$ cat src/rtl/dbg_key_pkg.sv
package dbg_key_pkg;

  localparam int WORD_W  = 32;
  localparam int KEY_W   = 16;
  localparam int CMD_W   = 4;
  localparam int LANES   = WORD_W / 8;

  // Command register: key in upper half, command nibble in bits 3:0.
  // Needs lanes 3 and 2 (key) and lane 0 (command).
  function automatic logic cmd_hit(input logic [KEY_W-1:0] key,
                                   input logic [CMD_W-1:0] cmd,
                                   input logic [LANES-1:0] strb,
                                   input logic [KEY_W-1:0] key_ref,
                                   input logic [CMD_W-1:0] cmd_ref);
    return strb[3] && strb[2] && strb[0] && (key == key_ref) && (cmd == cmd_ref);
  endfunction

  // Scan register: every lane must be written and the key must match.
  function automatic logic scan_hit(input logic [KEY_W-1:0] key,
                                    input logic [LANES-1:0] strb,
                                    input logic [KEY_W-1:0] key_ref);
    return (&strb) && (key == key_ref);
  endfunction

endpackage

$ cat src/rtl/dbg_trst_cmd.sv
module dbg_trst_cmd
  import dbg_key_pkg::*;
#(
  parameter logic [KEY_W-1:0] CMD_KEY  = 16'hDCAF,
  parameter logic [CMD_W-1:0] CMD_CODE = 4'b1010
) (
  input  logic             clk,
  input  logic             rst_n,
  input  logic             wr_en_i,
  input  logic [KEY_W-1:0] key_i,
  input  logic [CMD_W-1:0] cmd_i,
  input  logic [LANES-1:0] strb_i,
  input  logic             busy_i,
  input  logic             ack_i,
  output logic             accept_o,
  output logic [CMD_W-1:0] cmd_q_o
);

  logic wr_live;
  logic [CMD_W-1:0] cmd_q;

  assign wr_live  = wr_en_i && !busy_i;
  assign accept_o = wr_live && cmd_hit(key_i, cmd_i, strb_i, CMD_KEY, CMD_CODE);

  always_ff @(posedge clk or negedge rst_n) begin
    if (!rst_n)                     cmd_q <= '0;
    else if (ack_i)                 cmd_q <= '0;
    else if (accept_o)              cmd_q <= '0;
    else if (wr_live && strb_i[0])  cmd_q <= cmd_i;
  end

  assign cmd_q_o = cmd_q;


  busy_write_ignored_chk: assert property (@(posedge clk) disable iff (!rst_n)
    (busy_i && !ack_i) |=> $stable(cmd_q));

endmodule

$ cat src/rtl/dbg_trst_pulse.sv
module dbg_trst_pulse #(
  parameter int PULSE_CYCLES = 2
) (
  input  logic clk,
  input  logic rst_n,
  input  logic start_i,
  output logic busy_o,
  output logic tap_rst_n_o
);

  localparam int CNT_W = $clog2(PULSE_CYCLES + 1);
  localparam int RUN_W = $clog2(PULSE_CYCLES + 2);
  localparam logic [CNT_W-1:0] LOAD = CNT_W'(PULSE_CYCLES);

  logic [CNT_W-1:0] left_q;

  always_ff @(posedge clk or negedge rst_n) begin
    if (!rst_n)              left_q <= '0;
    else if (start_i)        left_q <= LOAD;
    else if (left_q != '0)   left_q <= left_q - 1'b1;
  end

  assign busy_o      = (left_q != '0);
  assign tap_rst_n_o = (left_q == '0);

  // Checker counter: length of the current low run, saturating.
  logic [RUN_W-1:0] low_run;
  always_ff @(posedge clk or negedge rst_n) begin
    if (!rst_n)                      low_run <= '0;
    else if (tap_rst_n_o)            low_run <= '0;
    else if (low_run != '1)          low_run <= low_run + 1'b1;
  end


  pulse_len_chk: assert property (@(posedge clk) disable iff (!rst_n)
    $rose(tap_rst_n_o) |-> (low_run == RUN_W'(PULSE_CYCLES)));


  no_restart_chk: assert property (@(posedge clk) disable iff (!rst_n)
    busy_o |-> !start_i);

endmodule

$ cat src/rtl/dbg_scan_ctl.sv
module dbg_scan_ctl
  import dbg_key_pkg::*;
#(
  parameter logic [KEY_W-1:0] SCAN_KEY = 16'hA5A5
) (
  input  logic             clk,
  input  logic             por_n,
  input  logic             wr_en_i,
  input  logic [KEY_W-1:0] key_i,
  input  logic             bit_i,
  input  logic [LANES-1:0] strb_i,
  output logic             scan_wr_ok_o,
  output logic             bscan_dis_o
);

  logic dis_q;

  assign scan_wr_ok_o = wr_en_i && scan_hit(key_i, strb_i, SCAN_KEY);

  always_ff @(posedge clk or negedge por_n) begin
    if (!por_n)             dis_q <= 1'b0;
    else if (scan_wr_ok_o)  dis_q <= bit_i;
  end

  assign bscan_dis_o = dis_q;


  scan_hold_chk: assert property (@(posedge clk) disable iff (!por_n)
    !scan_wr_ok_o |=> $stable(bscan_dis_o));

endmodule

$ cat src/rtl/dbg_key_ctrl.sv
module dbg_key_ctrl
  import dbg_key_pkg::*;
#(
  parameter int                PULSE_CYCLES = 2,
  parameter logic [KEY_W-1:0]  CMD_KEY      = 16'hDCAF,
  parameter logic [CMD_W-1:0]  CMD_CODE     = 4'b1010,
  parameter logic [KEY_W-1:0]  SCAN_KEY     = 16'hA5A5
) (
  input  logic              clk,
  input  logic              por_rst_n,
  input  logic              sys_rst_n,
  input  logic              wr_en,
  input  logic              wr_sel,
  input  logic [LANES-1:0]  wr_strb,
  input  logic [WORD_W-1:0] wr_data,
  input  logic              rd_sel,
  output logic [WORD_W-1:0] rd_data,
  input  logic              tap_rst_ack,
  output logic              tap_rst_n,
  output logic              bscan_dis
);

  logic             sys_n;
  logic             cmd_wr, scan_wr;
  logic             accept_cmd, pulse_busy, scan_wr_ok;
  logic [CMD_W-1:0] cmd_nib;
  logic             unused_bits;

  assign sys_n       = sys_rst_n & por_rst_n;
  assign cmd_wr      = wr_en && !wr_sel;
  assign scan_wr     = wr_en && wr_sel;
  assign unused_bits = ^wr_data[15:CMD_W];

  dbg_trst_cmd #(.CMD_KEY(CMD_KEY), .CMD_CODE(CMD_CODE)) u_cmd (
    .clk      (clk),
    .rst_n    (sys_n),
    .wr_en_i  (cmd_wr),
    .key_i    (wr_data[WORD_W-1:WORD_W-KEY_W]),
    .cmd_i    (wr_data[CMD_W-1:0]),
    .strb_i   (wr_strb),
    .busy_i   (pulse_busy),
    .ack_i    (tap_rst_ack),
    .accept_o (accept_cmd),
    .cmd_q_o  (cmd_nib)
  );

  dbg_trst_pulse #(.PULSE_CYCLES(PULSE_CYCLES)) u_pulse (
    .clk         (clk),
    .rst_n       (sys_n),
    .start_i     (accept_cmd),
    .busy_o      (pulse_busy),
    .tap_rst_n_o (tap_rst_n)
  );

  dbg_scan_ctl #(.SCAN_KEY(SCAN_KEY)) u_scan (
    .clk          (clk),
    .por_n        (por_rst_n),
    .wr_en_i      (scan_wr),
    .key_i        (wr_data[WORD_W-1:WORD_W-KEY_W]),
    .bit_i        (wr_data[0]),
    .strb_i       (wr_strb),
    .scan_wr_ok_o (scan_wr_ok),
    .bscan_dis_o  (bscan_dis)
  );

  always_comb begin
    if (rd_sel) rd_data = {{(WORD_W-1){1'b0}}, bscan_dis};
    else        rd_data = {{(WORD_W-CMD_W){1'b0}}, cmd_nib};
  end


  accept_to_low_chk: assert property (@(posedge clk) disable iff (!sys_n)
    accept_cmd |=> !tap_rst_n);


  low_needs_accept_chk: assert property (@(posedge clk) disable iff (!sys_n)
    $fell(tap_rst_n) |-> $past(accept_cmd));


  ack_clears_cmd_chk: assert property (@(posedge clk) disable iff (!sys_n)
    tap_rst_ack |=> (rd_sel || rd_data[CMD_W-1:0] == '0));


  scan_write_needs_key_chk: assert property (@(posedge clk) disable iff (!por_rst_n)
    (scan_wr_ok) |-> (wr_sel && wr_strb == '1 && wr_data[WORD_W-1:WORD_W-KEY_W] == SCAN_KEY));

endmodule

$ cat config.mk
export PLATFORM = sky130hd
export DESIGN_NAME = dbg_key_ctrl
export DESIGN_NICKNAME = d
export VERILOG_FILES = /design/src/rtl/dbg_key_pkg.sv /design/src/rtl/dbg_trst_cmd.sv /design/src/rtl/dbg_trst_pulse.sv /design/src/rtl/dbg_scan_ctl.sv /design/src/rtl/dbg_key_ctrl.sv
export SDC_FILE = /design/constraint.sdc
export NUM_CORES = 1
export LEC_CHECK = 0
export BUFFER_PORTS_ARGS = -buffer_cell sky130_fd_sc_hd__buf_4
export CAP_MARGIN = 15
export CORE_MARGIN = 2
export CORE_UTILIZATION = 33
export DETAILED_ROUTE_END_ITERATION = 10
export PLACE_DENSITY = 0.79
export SLEW_MARGIN = 25
export SYNTH_ARGS = -nofsm -noshare
export SYNTH_HDL_FRONTEND = slang
export SYNTH_SLANG_ARGS = --single-unit
$ cat constraint.sdc
create_clock -name clk -period 1.8 [get_ports clk]
set_input_delay 0.54 -clock clk [delete_from_list [all_inputs] [get_ports clk]]
set_output_delay 0.54 -clock clk [all_outputs]
set_load 0.05 [all_outputs]
==> results.ini <==
[placement]
dp_hpwl_um = 1190
dp.cells = 136
numPortBuffers = 36
gp_congestion = 0.680
place_area_um2 = 900

[route]
wl_per_cell_um = 9.63
via_count = 586
drtIter0Drc = 1
via_per_inst = 4.19
drc = 0
firstDrtPassIters = 2
antenna_left = 0
routed_wl_um = 1350

[finish]
nets = 158
drive_gt1_share_pct = 42.5
instances_no_fill = 140
fin_util_pct = 47.3
post-route-cell-area_um2 = 928
n_antenna_cell = 0
areaGrowthSynthToFinish_pct = 36.1
fillers = 197

[worst_setup_path]
criticalPathCategory = flop to primary output
rrSetupSlack_ps = 260
crit_path_end_kind = primary output
worst-r2r-cell-count = 5
timing.rr.end = u_cmd.cmd_q_o[3]
reg2reg_from = u_pulse.left_q[0]
setup.worst_path.start_class = flop
worst_ep_required_time_ps = 1260
cp.arrival_ps = 1190
path_max_fanout = 6

[timing]
fin_crit_ps = 1730
clock_skew_ps = 0.369
grt_setup_unrepaired = no
fin_crit_sh_pct = 96.0
finalHoldViolCount = 0
holdWs_ps = 58.1
final-max-slew-violation-count = 0
fmax_ghz = 0.579
finalSetupViolations = 0

[logic_synthesis]
ys_ff_latch = 7
async_reset_ff_share_pct = 100
ys_top_cells_by_area = buf_4, dfrtp_1, mux2i_1
syn-cell-area_um2 = 682
yosysUniqueCellTypes = 25
syn_area_per_cell_um2 = 9.60
synth_warnings = 0
yosysTopAreaCell = buf_4
synthTopCellsByCount = buf_4, dfrtp_1, mux2i_1
synth_top_cell_area_share_pct = 30.8
seq_area_frac_synth_pct = 25.7
yosysMostFrequentCell = buf_4
synth_edf_count = 0
synth_ff_type = dfrtp_1
netlist_instances = 71

[power]
p_leak_uw = 0.000503
irDropWorstVdd_mv = 0.299
power.density_nw_per_um2 = 636

[floorplanning]
num_rows = 16
ios = 77
die_x_um = 49.5
coreArea_um2 = 1960
start_util_pct = 34.8
die_y_um = 49.5
dieArea_um2 = 2450

[run_status]
status = finished, final reports clean

[clock_network]
clk_pin_slew_ps = 50
h-tree-depth = 1
ctsHoldBuffers = 0
clock_sinks = 7
cts_buffer_depth = 2
cts_tree = built
cts_root_buf = clkbuf_4
cts_buffers = 3
clk_latency_ps = 250

[job]
maxCapViolations = 0

[global_route]
antenna_found_initial = 0
grt_use_total_pct = 12.4
grt_max_degree = 7
grt-ovfl-total = 0
grt_pass1_vias = 568
grt_pass1_wl_um = 2330

[min_path]
min_path_type = input pin to asynchronous set/reset pin

[worst max path at each step]
| stage | from | end | cells past startpoint |
|---|---|---|---|
| after global placement | wr_data[20] | u_scan.bscan_dis_o | 5 |
| after detailed placement | wr_data[20] | u_scan.bscan_dis_o | 5 |
| after CTS | u_pulse.left_q[0] | tap_rst_n | 3 |
| after global routing | u_pulse.left_q[0] | tap_rst_n | 3 |
| after floorplan | u_pulse.left_q[0] | u_cmd.cmd_q_o[1] | 5 |
| final | u_pulse.left_q[0] | tap_rst_n | 3 |
[report_power, final]
part	switching (uW)	internal, uW	leakage [uW]	total, uW
Clock	57.5	84.6	0.0000150	142
Combinational	195	83.4	0.000392	278
Sequential	3.88	166	0.0000964	170
Total	256	334	0.000503	590
[flip-flops by register name (all words and copies together) (netlist names)]
| name | count |
|---|---|
| u_scan.bscan_dis_o | 1 |
| u_cmd.cmd_q_o | 4 |
| u_pulse.left_q | 2 |
[cell type report]
type	count	area [um2]	area share (%)
inverters	2	7.51	0.809
clock buffers	4	26.3	2.83
repair buffers	39	293	31.5
multi-input cells	61	393	42.3
well taps	27	33.8	3.64
flip-flops and latches	7	175	18.9
[worst max-delay path, cell delays in order, from the launching register on]
cell and delay, ps:
dfrtp_1 390, inv_1 70, ha_2 250, buf_4 220
[logic make-up (layout without fill, tap and decap cells)]
logic type | after synthesis | in the layout | synth area share, %
buf+inv | 30 | 45 | 31.9
simple gates | 21 | 21 | 22.6
mux | 8 | 8 | 12.1
flops | 7 | 7 | 25.7
compound gates | 3 | 3 | 5.32
fa+ha+maj | 1 | 1 | 1.83
other cells | 1 | 28 | 0.550
[placed cells by master (no fill, tap or decap), types with 2 or more instances in the layout]
cell type,count
nor2_1,3
nand4b_1,2
buf_4,39
conb_1,28
clkbuf_4,3
a211oi_1,2
nor2b_1,4
dfrtp_1,7
inv_1,2
mux2i_1,6
[what timing repair did]
| item | 4_1_cts | 5_1_grt |
|---|---|---|
| endpoints found under the setup margin | 0 | 1 |
| setup buffers | 0 | 0 |
| gates resized for setup | 0 | 1 |
[through the flow]
step	power [uW]	setup slack, ps	setup TNS [ps]
3_3_place_gp	445	-167	-555
6_report	590	72.5	0
5_1_grt	627	16.4	0
2_1_floorplan	419	8.18	0
3_5_place_dp	449	-171	-673
4_1_cts	596	0.699	0
[per-layer routing]
metal / part of all wire [%] / GRT usage [%]
met1: 36 / 13.3
met2: 49 / 20.9
met3: 13 / 2.73
met4: 2.1 / 9.72
met5: 0 / 0
Power figures use the tool's default switching activity.
